$ cat config.mk
export PLATFORM = sky130hd
export DESIGN_NAME = brg_err_resp
export DESIGN_NICKNAME = d
export VERILOG_FILES = /design/src/rtl/brg_err_pkg.sv /design/src/rtl/brg_err_decode.sv /design/src/rtl/brg_err_sticky.sv /design/src/rtl/brg_err_pulse.sv /design/src/rtl/brg_err_resp.sv
export SDC_FILE = /design/constraint.sdc
export NUM_CORES = 1
export LEC_CHECK = 0
export ABC_AREA = 1
export BUFFER_PORTS_ARGS = -buffer_cell sky130_fd_sc_hd__buf_4
export CAP_MARGIN = 30
export CORE_MARGIN = 8
export CORE_UTILIZATION = 25
export CTS_CLUSTER_DIAMETER = 100
export CTS_CLUSTER_SIZE = 20
export DETAILED_ROUTE_END_ITERATION = 10
export HOLD_SLACK_MARGIN = 0.1
export PLACE_DENSITY = 0.53
export SLEW_MARGIN = 20
export SYNTH_ARGS = -nofsm -noshare
export SYNTH_HDL_FRONTEND = slang
export SYNTH_SLANG_ARGS = --single-unit
$ cat constraint.sdc
create_clock -name clk -period 0.8 [get_ports clk]
set_input_delay 0.08 -clock clk [delete_from_list [all_inputs] [get_ports clk]]
set_output_delay 0.08 -clock clk [all_outputs]
set_load 0.01 [all_outputs]
$ cat src/rtl/brg_err_pkg.sv
package brg_err_pkg;

  localparam int NUM_EV = 10;
  localparam int STS_W  = 8;

  // event vector positions
  localparam int EV_HDR  = 0;
  localparam int EV_WDAT = 1;
  localparam int EV_IBRD = 2;
  localparam int EV_OBRD = 3;
  localparam int EV_MARD = 4;
  localparam int EV_MAWR = 5;
  localparam int EV_TAB  = 6;
  localparam int EV_TMID = 7;
  localparam int EV_PERR = 8;
  localparam int EV_P2P  = 9;

  // bus status bit positions
  localparam int PS_SSE = 0;
  localparam int PS_PE  = 1;
  localparam int PS_DPE = 2;
  localparam int PS_RMA = 3;
  localparam int PS_RTA = 4;
  localparam int PS_STA = 5;

  // error status bit positions
  localparam int ES_XPAR = 2;
  localparam int ES_OBRD = 5;
  localparam int ES_CARD = 6;

  typedef logic [NUM_EV-1:0] ev_vec_t;

  typedef struct packed {
    logic serr;
    logic perr;
    logic binit;
    logic drop_req;
    logic poison;
    logic fix_par;
    logic ones;
    logic norm_cmp;
    logic hard_fail;
    logic burst_drop;
    logic tab_card;
  } resp_t;

  function automatic logic f_xpar(input ev_vec_t ev);
    return ev[EV_HDR] | ev[EV_WDAT] | ev[EV_IBRD];
  endfunction

  function automatic logic f_esc_serr(input ev_vec_t ev, input logic esc);
    return esc & (ev[EV_OBRD] | ev[EV_PERR]);
  endfunction

  function automatic resp_t f_resp(input ev_vec_t ev, input logic ob, input logic esc);
    resp_t r;
    r.serr       = (f_xpar(ev) & ~ob) | f_esc_serr(ev, esc);
    r.perr       = ev[EV_OBRD];
    r.binit      = ev[EV_HDR] & ob;
    r.drop_req   = ev[EV_HDR];
    r.poison     = (ev[EV_WDAT] | ev[EV_IBRD]) & ob;
    r.fix_par    = ev[EV_OBRD];
    r.ones       = ev[EV_MARD];
    r.norm_cmp   = ev[EV_MAWR];
    r.hard_fail  = ev[EV_TAB];
    r.burst_drop = ev[EV_TAB] & ev[EV_TMID];
    r.tab_card   = ev[EV_P2P];
    return r;
  endfunction

  function automatic logic [STS_W-1:0] f_pci_set(input ev_vec_t ev, input logic esc);
    logic [STS_W-1:0] s;
    s         = '0;
    s[PS_SSE] = f_xpar(ev) | f_esc_serr(ev, esc);
    s[PS_PE]  = ev[EV_OBRD];
    s[PS_DPE] = ev[EV_OBRD] | ev[EV_PERR];
    s[PS_RMA] = ev[EV_MARD] | ev[EV_MAWR];
    s[PS_RTA] = ev[EV_TAB];
    s[PS_STA] = ev[EV_P2P];
    return s;
  endfunction

  function automatic logic [STS_W-1:0] f_err_set(input ev_vec_t ev);
    logic [STS_W-1:0] s;
    s          = '0;
    s[ES_XPAR] = f_xpar(ev);
    s[ES_OBRD] = ev[EV_OBRD];
    s[ES_CARD] = ev[EV_PERR];
    return s;
  endfunction

endpackage

$ cat src/rtl/brg_err_decode.sv
module brg_err_decode
  import brg_err_pkg::*;
(
  input  ev_vec_t           ev,
  input  logic              ob,
  input  logic              esc,
  output resp_t             resp,
  output logic [STS_W-1:0]  pci_set,
  output logic [STS_W-1:0]  err_set
);
  always_comb begin
    resp    = f_resp(ev, ob, esc);
    pci_set = f_pci_set(ev, esc);
    err_set = f_err_set(ev);
  end
endmodule

$ cat src/rtl/brg_err_sticky.sv
module brg_err_sticky #(
  parameter int W = 8
) (
  input  logic         clk,
  input  logic         rst_n,
  input  logic [W-1:0] set_i,
  input  logic         clr_en,
  input  logic [W-1:0] clr_mask,
  output logic [W-1:0] q
);
  for (genvar i = 0; i < W; i++) begin : g_bit
    always_ff @(posedge clk) begin
      if (!rst_n)
        q[i] <= 1'b0;
      else if (set_i[i])
        q[i] <= 1'b1;
      else if (clr_en && clr_mask[i])
        q[i] <= 1'b0;
    end
  end
endmodule

$ cat src/rtl/brg_err_pulse.sv
module brg_err_pulse
  import brg_err_pkg::*;
(
  input  logic  clk,
  input  logic  rst_n,
  input  resp_t d,
  output resp_t q
);
  always_ff @(posedge clk) begin
    if (!rst_n) q <= '0;
    else        q <= d;
  end
endmodule

$ cat src/rtl/brg_err_resp.sv
module brg_err_resp
  import brg_err_pkg::*;
(
  input  logic             clk,
  input  logic             rst_n,
  input  logic             ob_err_en,
  input  logic             perr_esc_en,
  input  logic             ev_hdr_par,
  input  logic             ev_wdat_par,
  input  logic             ev_ibrd_par,
  input  logic             ev_obrd_par,
  input  logic             ev_mab_rd,
  input  logic             ev_mab_wr,
  input  logic             ev_tab,
  input  logic             ev_tab_mid,
  input  logic             ev_card_perr,
  input  logic             ev_p2p_hf,
  input  logic             csr_wr,
  input  logic             csr_sel,
  input  logic [STS_W-1:0] csr_wdata,
  output logic [STS_W-1:0] pci_sts_o,
  output logic [STS_W-1:0] err_sts_o,
  output logic             serr_o,
  output logic             perr_o,
  output logic             binit_o,
  output logic             drop_req_o,
  output logic             poison_o,
  output logic             fix_par_o,
  output logic             ones_o,
  output logic             norm_cmp_o,
  output logic             hard_fail_o,
  output logic             burst_drop_o,
  output logic             tab_card_o
);
  ev_vec_t          ev;
  resp_t            resp_d;
  resp_t            resp_q;
  logic [STS_W-1:0] pci_set;
  logic [STS_W-1:0] err_set;
  logic             pci_clr_en;
  logic             err_clr_en;

  always_comb begin
    ev          = '0;
    ev[EV_HDR]  = ev_hdr_par;
    ev[EV_WDAT] = ev_wdat_par;
    ev[EV_IBRD] = ev_ibrd_par;
    ev[EV_OBRD] = ev_obrd_par;
    ev[EV_MARD] = ev_mab_rd;
    ev[EV_MAWR] = ev_mab_wr;
    ev[EV_TAB]  = ev_tab;
    ev[EV_TMID] = ev_tab_mid;
    ev[EV_PERR] = ev_card_perr;
    ev[EV_P2P]  = ev_p2p_hf;
  end

  assign pci_clr_en = csr_wr & ~csr_sel;
  assign err_clr_en = csr_wr &  csr_sel;

  brg_err_decode u_dec (
    .ev      (ev),
    .ob      (ob_err_en),
    .esc     (perr_esc_en),
    .resp    (resp_d),
    .pci_set (pci_set),
    .err_set (err_set)
  );

  brg_err_pulse u_pulse (
    .clk   (clk),
    .rst_n (rst_n),
    .d     (resp_d),
    .q     (resp_q)
  );

  brg_err_sticky #(.W(STS_W)) u_pci_sts (
    .clk      (clk),
    .rst_n    (rst_n),
    .set_i    (pci_set),
    .clr_en   (pci_clr_en),
    .clr_mask (csr_wdata),
    .q        (pci_sts_o)
  );

  brg_err_sticky #(.W(STS_W)) u_err_sts (
    .clk      (clk),
    .rst_n    (rst_n),
    .set_i    (err_set),
    .clr_en   (err_clr_en),
    .clr_mask (csr_wdata),
    .q        (err_sts_o)
  );

  assign serr_o       = resp_q.serr;
  assign perr_o       = resp_q.perr;
  assign binit_o      = resp_q.binit;
  assign drop_req_o   = resp_q.drop_req;
  assign poison_o     = resp_q.poison;
  assign fix_par_o    = resp_q.fix_par;
  assign ones_o       = resp_q.ones;
  assign norm_cmp_o   = resp_q.norm_cmp;
  assign hard_fail_o  = resp_q.hard_fail;
  assign burst_drop_o = resp_q.burst_drop;
  assign tab_card_o   = resp_q.tab_card;
endmodule

# == After elaboration in Yosys (flattened, before gate mapping) ==
# Cells that the tools add are included.
# classes
n_shift,0
muxes,18
n_mul,0
addsub,0
reduce_logical,18
n_eq_ne,0
n_div,0
n_bitwise,16
n_lt_le_gt_ge,0
# ops
operator,n
2-to-1 mux 1 bit,18
nonzero test 2 bit,9
logical AND 1 bit,9
bitwise AND 1 bit,7
bitwise OR 1 bit,7
NOT 1 bit,2
# word_totals
mem_bits_ro,0
input_bits,24
n_memories,0
ramBits,0
latch_bits,0
wordCells,71
output_inout_bits,27
regBits,19

# == Logic depth before layout (Yosys ltp) ==
# Gate-level depths: netlist of run 1.
# logic_depth
word_depth,5
ltp_mapped,6
ltp_nobuf,6

# == Modules after synthesis ==
# Synthesis of run 1 repeated with hierarchy kept, for this count alone.
# hier_totals
hier_cells,158
area_unflattened_um2,1166.1
# modules_own_cells
module,cells_per_inst,area_per_inst_um2,seq_area_each_um2,n_inst
brg_err_sticky,42,309.0,160.2,2
brg_err_pulse,34,314.1,220.2,1
brg_err_decode,36,216.5,0.0,1
brg_err_resp,4,17.5,0.0,1

# == Least setup slack after synthesis of run 1 ==
# Ideal clock, no wire load.
# synth_path
path_type,flip-flop to flip-flop
startpoint,reg u_err_sts.q[6] (netlist name)
endpoint,reg u_err_sts.q[6]
required_ns,0.683
setup_time_ns,0.117
arrival_time_ns,0.493
path_buffers,0
path_stages_with_launch,3
period_less_slack_ns,0.611
slack_ns,0.189
path_cell_list,dfxtp_1 > a21oi_1 > nor2_1
# synth_lines
element,line,text
"to (signal, indexed assignment)",brg_err_sticky.sv:14,q[i] <= 1'b0;
"to (signal, indexed assignment)",brg_err_sticky.sv:16,q[i] <= 1'b1;
"to (signal, indexed assignment)",brg_err_sticky.sv:18,q[i] <= 1'b0;
to (decl),brg_err_sticky.sv:9,output logic [W-1:0] q

==> flow_summary.ini, run 1 <==
[yosys]
syn_inst = 92
netlist_area_sq_um = 714.4
syn_area_per_cell_sq_um = 7.766
yosys_warnings = 0
synth_cell_type_count = 12
synth-seq-cells = 19
synth_seq_area_share_pct = 53.24

[critical_path]
max_stage_delay_ns = 0.37
criticalPathCategory = reg2out
crit_slowest_cell = dfxtp_2
cp_data_arrival_time_ns = 0.77
r2r_slack_ns = 0.13
end_kind = output pin
path_max_fanout = 2
critPathLaunchType = register
critical_path.top_delay_family = flip-flops
worstPathRequired_ns = 0.72
cp_num_buf_inv = 1
crit_chain = buf_6

[clock_tree]
clock-root-buffer = clkbuf_4
path_clk_slew_ns = 0.11
numCtsBuffers = 3
htreeDepth = 1
clk_latency_ns = 0.29
cts_tree = built
clock-sinks = 19
cts_max_path_buffers = 2

[timing]
drv_slew = 0
clock.fmax_ghz = 1.178
grt_setup_unrepaired = yes
whs_ns = 0.07301
period_share_pct = 106.1
hold_viol_final = 0
period_needed_ns = 0.8492
layout_setup_ws_ns = -0.04917
final.setup_skew_ns = 0
setup_viol = 20

[grt]
grt_max_degree = 12
grt_pass1_vias = 782
gr-total-overflow = 0
track_usage_pct = 9.080
antenna_found_initial = 0
grt_pass1_wl_microns = 3712

[route]
via_per_inst = 4.103
route.antenna.remaining_nets = 0
wl_per_cell_microns = 12.18
wl_microns = 2254
vias = 759
drc = 0
drt_iter0_drc = 38
dr.pass1.iters = 4

[die]
io_pins = 51
fp.dieW_microns = 69.46
chipHeight_microns = 69.46
rows = 19
dieArea_sq_um = 4824
initial_core_util_pct = 26.13
core_sq_um = 2734

[power_and_ir_drop]
powerDensity_nw_per_um2 = 1494
leakage_uw = 0.0007102
ir_worst_vdd_uv = 1005

[finish]
layout.nets = 179
fin_util_pct = 49.11
drive_gt1_share_pct = 44.81
final_common_cell = buf_4
areaGrowthSynthToFinish_pct = 87.92
fillers = 260
antenna_cells = 0
final_cell_mix = 23 x buf_4, 20 x buf_6, 19 x nand2_1, 19 x dfxtp_2, 17 x dlygate4sd3_1

[run_status]
status = complete, but fails checks
violations = setup timing

[placement]
portBuffers = 42
dp_hpwl_microns = 1616
gp_congestion = 0.7261
dp_slack_ns = 0.04018

[flow_run]
maxCapViolCount = 0

[hold_path]
hold_class = in2reg
[layer usage]
layer  part of all wire [%]  GRT usage [%]
met1                     42          9.504
met2                     47          15.27
met3                     10          4.435
met4                   0.40          3.417
met5                      0              0
[through the flow]
| stage | cells | area, sq um | total power [uW] | TNS, ns |
|---|---|---|---|---|
| 6_report | 185 | 1343 | 2006 | -0.3679 |
| 5_1_grt | 185 | 1343 | 2127 | -1.071 |
| 4_1_cts | 183 | 1311 | 2021 | -0.6413 |
| 3_5_place_dp | 162 | 1020 | 1415 | 0 |
| 3_3_place_gp | 162 | 1020 | 1411 | 0 |
| 2_1_floorplan | 98 | 737.0 | 1225 | 0 |
[flip-flops by register name, summed over array words and instances, names as in the netlist]
signal       flops
u_pci_sts.q      6
u_err_sts.q      3
u_pulse.q       10
[worst register-to-register path, stage by stage (launching register included)]
cell and delay [ns]:
dfxtp_2 0.34, buf_4 0.12, nand2_1 0.05, a21oi_1 0.05
[final timing paths]
| path | startpoint | endpoint | cells past startpoint |
|---|---|---|---|
| hold reg to reg | u_err_sts.q[5] | u_err_sts.q[5] | 2 |
| setup reg to reg | u_pci_sts.q[3] | u_pci_sts.q[3] | 3 |
| hold / removal | ev_ibrd_par | u_err_sts.q[2] | 3 |
| setup / recovery | u_pulse.q[9] | fix_par_o | 1 |
[timing repair]
item / 4_1_cts / 5_1_grt
gates resized for setup: 35 / 8
pin swaps: 0 / 1
hold endpoints to repair: 19 / 3
endpoints found under the setup margin: 20 / 25
hold buffers: 17 / 2
setup buffers: 0 / 1
[cells by family (layout without fill, tap and decap cells)]
family          Yosys count  in the layout  share of synthesized area, %
compound gates            9              9                         6.303
flops                    19             19                         53.24
buf+inv                  24             80                         17.86
other cells               1              7                        0.5249
simple gates             39             39                         22.07
[cell usage after synthesis (all sizes together)]
library cell	number	area, sq um
dfxtp	19	380.4
inv	15	56.30
nor2	10	37.54
o21ai	4	20.01
buf	9	71.32
a21oi	5	25.02
nor3	1	5.000
nand2	20	75.07
nand3	8	40.04
conb	1	3.750
[power breakdown]
| group | leakage (uW) | switching, uW | internal (uW) |
|---|---|---|---|
| Sequential | 0.000163 | 40.1 | 1020 |
| Clock | 0.0000177 | 281 | 186 |
| Combinational | 0.000530 | 189 | 286 |
[layout make-up]
cell class / count / area (sq um) / share of cell area, %
inverters: 15 / 56.30 / 4.194
multi-input cells: 55 / 235.2 / 17.52
flip-flops and latches: 19 / 404.1 / 30.10
repair buffers: 61 / 580.6 / 43.24
well taps: 31 / 38.79 / 2.889
clock inverters: 1 / 5.005 / 0.3728
clock buffers: 3 / 22.52 / 1.678
(Power assumes the default switching activity.)
==> run 2: changes to the inputs <==
==> constraint.sdc (replaced) <==
create_clock -name clk -period 0.8 [get_ports clk]
set_input_delay 0.16 -clock clk [delete_from_list [all_inputs] [get_ports clk]]
set_output_delay 0.16 -clock clk [all_outputs]
set_load 0.01 [all_outputs]
==> flow_summary.ini, run 2 (same netlist as run 1, synthesis figures left out) <==
[finish]
final_cell_mix = 27 x buf_4, 20 x buf_6, 19 x nand2_1, 19 x dfxtp_2, 15 x inv_1
multi_input_area_sq_um = 231.5
fin_util_pct = 45.54
drive_gt1_share_pct = 47.95
fillers = 277
largest_register_ffs = 10
layout.nets = 171
final_common_cell = buf_4
top_regs = u_pulse.q (10), u_pci_sts.q (6), u_err_sts.q (3)
post-route-cell-area_sq_um = 1245
areaGrowthSynthToFinish_pct = 74.26
antenna_cells = 0
regMostFlops = u_pulse.q
seqCellArea_sq_um = 404.1

[grt]
grt_util_met1_pct = 8.202
met2_usage_pct = 15.37
top_usage_layer = met2
grt_max_degree = 14
grt_pass1_wl_microns = 3574
grt_pass1_vias = 829
gr-total-overflow = 0
track_usage_pct = 8.854
antenna_found_initial = 0
grtUsageMet3_pct = 4.721

[placement]
portBuffers = 42
dpl_cell_area_sq_um = 1042
dp_hpwl_microns = 1635
dp_slack_ns = -0.05227
gp_congestion = 0.7241

[critical_path]
critical_path.top_delay_family = flip-flops
end_kind = output pin
crit_chain = buf_6
worstPathRequired_ns = 0.64
cp_num_buf_inv = 1
path_max_fanout = 2
criticalPathCategory = reg2out
max_stage_delay_ns = 0.36
r2r_end = u_err_sts.q[6]
r2r_slack_ns = 0.06
rr_startpoint = u_err_sts.q[6]
critPathLaunchType = register
cp_data_arrival_time_ns = 0.75
reg2reg_depth = 3
crit_slowest_cell = dfxtp_2

[clock_tree]
cts_tree = built
clk_latency_ns = 0.29
cts_max_path_buffers = 2
clock-root-buffer = clkbuf_4
numCtsBuffers = 3
path_clk_slew_ns = 0.10
htreeDepth = 1
clock-sinks = 19

[timing]
hold_viol_final = 0
grt_setup_unrepaired = yes
drv_slew = 0
layout_setup_ws_ns = -0.1147
setup_viol = 21
period_share_pct = 114.3
period_needed_ns = 0.9147
final.setup_skew_ns = 0
whs_ns = 0.1439
finalSetupTns_ns = -1.917
clock.fmax_ghz = 1.093

[route]
drt_iter0_drc = 31
via_per_inst = 4.237
vias = 750
wl_per_cell_microns = 11.76
wl_microns = 2081
dr.pass1.iters = 4
drc = 0
route.antenna.remaining_nets = 0

[hold_path]
holdPathStages = 3
hold_class = in2reg
min_to = u_pci_sts.q[3]
min_from = ev_mab_wr

[run_status]
violations = setup timing
status = complete, but fails checks

[power_and_ir_drop]
powerDensity_nw_per_um2 = 1586
leakage_uw = 0.0006676
ir_worst_vdd_uv = 879.8

[die]
chipHeight_microns = 69.46
core_sq_um = 2734
io_pins = 51
rows = 19
initial_core_util_pct = 26.13
dieArea_sq_um = 4824
fp.dieW_microns = 69.46

[flow_run]
maxCapViolCount = 0
==> run 2: cell types whose count changed in the layout (fill, tap and decap cells not counted), sizes merged <==
cell          change
dlygate4sd3      -11
buf               +4
clkbuf            +1
clkinv            -1
dlymetal6s4s      -1
==> run 2: cell type report <==
cell class,count,area share [%]
flip-flops and latches,19,32.46
well taps,31,3.116
repair buffers,53,39.20
multi-input cells,55,18.59
clock buffers,4,2.111
inverters,15,4.523
==> run 2: where the power goes <==
part	switching [uW]	internal, uW	leakage (uW)
Clock	278	194	0.0000150
Combinational	179	260	0.000490
Sequential	40.0	1020	0.000163
Total	497	1480	0.000668
==> run 2: worst max path at each step <==
stage            startpoint             end  cells after the start
3_5_place_dp    ev_obrd_par  u_pci_sts.q[0]                      5
2_1_floorplan  u_pulse.q[9]          perr_o                      1
4_1_cts        u_pulse.q[9]       fix_par_o                      1
5_1_grt        u_pulse.q[9]       fix_par_o                      1
3_3_place_gp    ev_obrd_par  u_pci_sts.q[0]                      5
6_report       u_pulse.q[9]       fix_par_o                      1
==> run 2: routing by layer <==
layer | part of all wire [%] | wire length [microns]
met3 | 10 | 216
met1 | 39 | 813
met2 | 50 | 1041
met5 | 0 | 0
met4 | 0.43 | 9
==> run 2: what timing repair did <==
item | 4_1_cts | 5_1_grt
buffers inserted | 0 | 2
endpoints found under the hold margin | 7 | 0
pin swaps | 0 | 0
endpoints found under the setup margin | 20 | 21
hold buffers | 6 | 0
resized for setup | 34 | 6
==> run 2: per-stage QoR <==
step | instances | total power, uW
after floorplan | 98 | 1225
after global placement | 165 | 1422
after detailed placement | 165 | 1427
after CTS | 175 | 2005
after global routing | 177 | 2107
final | 177 | 1974
==> run 3: changes to the inputs <==
Settings changed: CTS_CLUSTER_DIAMETER 100 to not set, PLACE_DENSITY 0.53 to 0.47, SYNTH_HIERARCHICAL set to 1.
==> flow_summary.ini, run 3 <==
[grt]
gr-total-overflow = 0
track_usage_pct = 7.995
grt_pass1_wl_microns = 4588
antenna_found_initial = 0
grt_max_degree = 16
grt_pass1_vias = 998

[power_and_ir_drop]
leakage_uw = 0.0009764
combPwrFrac_pct = 20.2
p_clk_share_pct = 27.3
seq_power_share_pct = 52.5
switching_power_uw = 712.5
cell_internal_pwr_uw = 2141
swShare_pct = 24.97
ir_worst_vdd_uv = 547.2
powerDensity_nw_per_um2 = 1606

[placement]
dp_hpwl_microns = 2273
portBuffers = 50
placed_cells = 253
gp_congestion = 0.6626

[finish]
finalNonFillerCells = 265
areaGrowthSynthToFinish_pct = 52.36
final_common_cell = nand2_1
largest_register_ffs = 11
drive_gt1_share_pct = 45.50
antenna_cells = 0
fillers = 508
regMostFlops = u_pulse/q
final_cell_mix = 50 x nand2_1, 36 x inv_1, 31 x buf_4
layout.nets = 236
top_regs = u_pulse/q (11), u_err_sts/q (8), u_pci_sts/q (8)

[yosys]
synth-seq-cells = 27
async_reset_ff_share_pct = 0
syn_area_per_cell_sq_um = 7.380
synth_seq_area_share_pct = 46.35
synth_top_cell_by_area = dfxtp_1
synth.most_common_cell = nand2_1
yosys_warnings = 6
synth_flop_cell = dfxtp_1
synth_edf_count = 0
synth_common_cells = 50 x nand2_1, 36 x inv_1, 27 x dfxtp_1, 19 x buf_4, 14 x a21oi_1
netlist_area_sq_um = 1166
synthTopCellsByArea = dfxtp_1 46%, nand2_1 16%, buf_4 12%, inv_1 12%, a21oi_1 6.0%
synth_cell_type_count = 13
yosysTopAreaCellShare_pct = 46.35
syn_inst = 158

[timing]
period_share_pct = 110.4
setup_viol = 27
grt_setup_unrepaired = yes
period_needed_ns = 0.8831
layout_setup_ws_ns = -0.08315
final.setup_skew_ns = 0
whs_ns = 0.1371
hold_viol_final = 0
drv_slew = 0
clock.fmax_ghz = 1.132

[clock_tree]
clock-root-buffer = clkbuf_8
clk_latency_ns = 0.27
clock-sinks = 27
cts_max_path_buffers = 2
cts_tree = built
numCtsBuffers = 3
path_clk_slew_ns = 0.10
htreeDepth = 1

[route]
drt_iter0_drc = 19
vias = 987
via_per_inst = 3.725
dr.pass1.iters = 4
drc = 0
wl_per_cell_microns = 10.52
route.antenna.remaining_nets = 0
wl_microns = 2787

[critical_path]
max_stage_delay_ns = 0.34
path_max_fanout = 2
end_kind = output pin
crit_chain = buf_6
criticalPathCategory = reg2out
crit_slowest_cell = dfxtp_2
worstPathRequired_ns = 0.64
cp_num_buf_inv = 1
cp_data_arrival_time_ns = 0.72
critPathLaunchType = register
critical_path.top_delay_family = flip-flops

[die]
rows = 25
fp.dieW_microns = 84.30
dieArea_sq_um = 7106
initial_core_util_pct = 25.36
core_sq_um = 4598
chipHeight_microns = 84.30
io_pins = 51

[run_status]
violations = setup timing
status = complete, but fails checks

[hold_path]
hold_class = in2reg

[flow_run]
maxCapViolCount = 0
## run 3: cell count changes after synthesis, sizes merged, moves of 2 or more
cell   change
a21oi     +11
buf       +13
dfxtp      +8
inv       +21
nand2     +31
nand3      -8
nor2       -7
o21ai      -4
or2        +2
## run 3: routing by layer
layer / global-route usage (%) / routed length (microns)
met5: 0 / 0
met4: 3.297 / 19
met3: 4.259 / 281
met2: 12.67 / 1305
met1: 8.673 / 1181
## run 3: kinds of logic after synthesis
logic type / synth area share, %
AOI/OAI and AO/OA: 7.511
buffers and inverters: 26.72
and+or+nand+nor: 19.10
other: 0.3216
DFF: 46.35
## run 3: final timing paths
path,startpoint,end,slack (ns),cells past startpoint
max reg2reg,u_pci_sts/q[1],u_pci_sts/q[1],0.13,3
min reg2reg,u_pci_sts/q[6],u_pci_sts/q[6],0.47,2
min,ev_tab_mid,u_pulse/q[1],0.14,5
max,u_pci_sts/q[0],pci_sts_o[0],-0.08,1
## run 3: layout make-up
cell class              instances  area, sq um  area share, %
flip-flops and latches         27        574.3          32.32
multi-input cells              79        336.6          18.94
well taps                      54        67.56          3.803
repair buffers                 65        616.8          34.72
inverters                      36        135.1          7.606
clock buffers                   3        41.29          2.324
clock inverters                 1        5.005         0.2817
## run 3: stage by stage
stage	setup TNS (ns)	area (sq um)	util [%]	setup WS [ns]	total power [uW]
after floorplan	0	1189	-	0.09021	1771
after global placement	-0.1981	1520	33.06	-0.05285	2006
after detailed placement	-0.2602	1520	33.06	-0.07267	2006
after CTS	-2.363	1759	38.26	-0.1016	2914
after global routing	-2.846	1777	38.64	-0.1261	3031
final	-1.964	1777	38.64	-0.08315	2853
## run 3: timing repair
item	in CTS	in global routing
endpoints found under the hold margin	5	0
gates cloned	0	0
hold buffers	6	0
setup endpoints to repair	27	27
buffers inserted	1	1
gates resized for setup	46	8
## run 3: power by group through the flow
stage,combinational [uW],clock (uW),sequential (uW)
finish,575,780,1500
global route,640,881,1510
CTS,586,830,1500
detailed placement,507,0,1500
global placement,507,0,1500
floorplan,231,0,1540
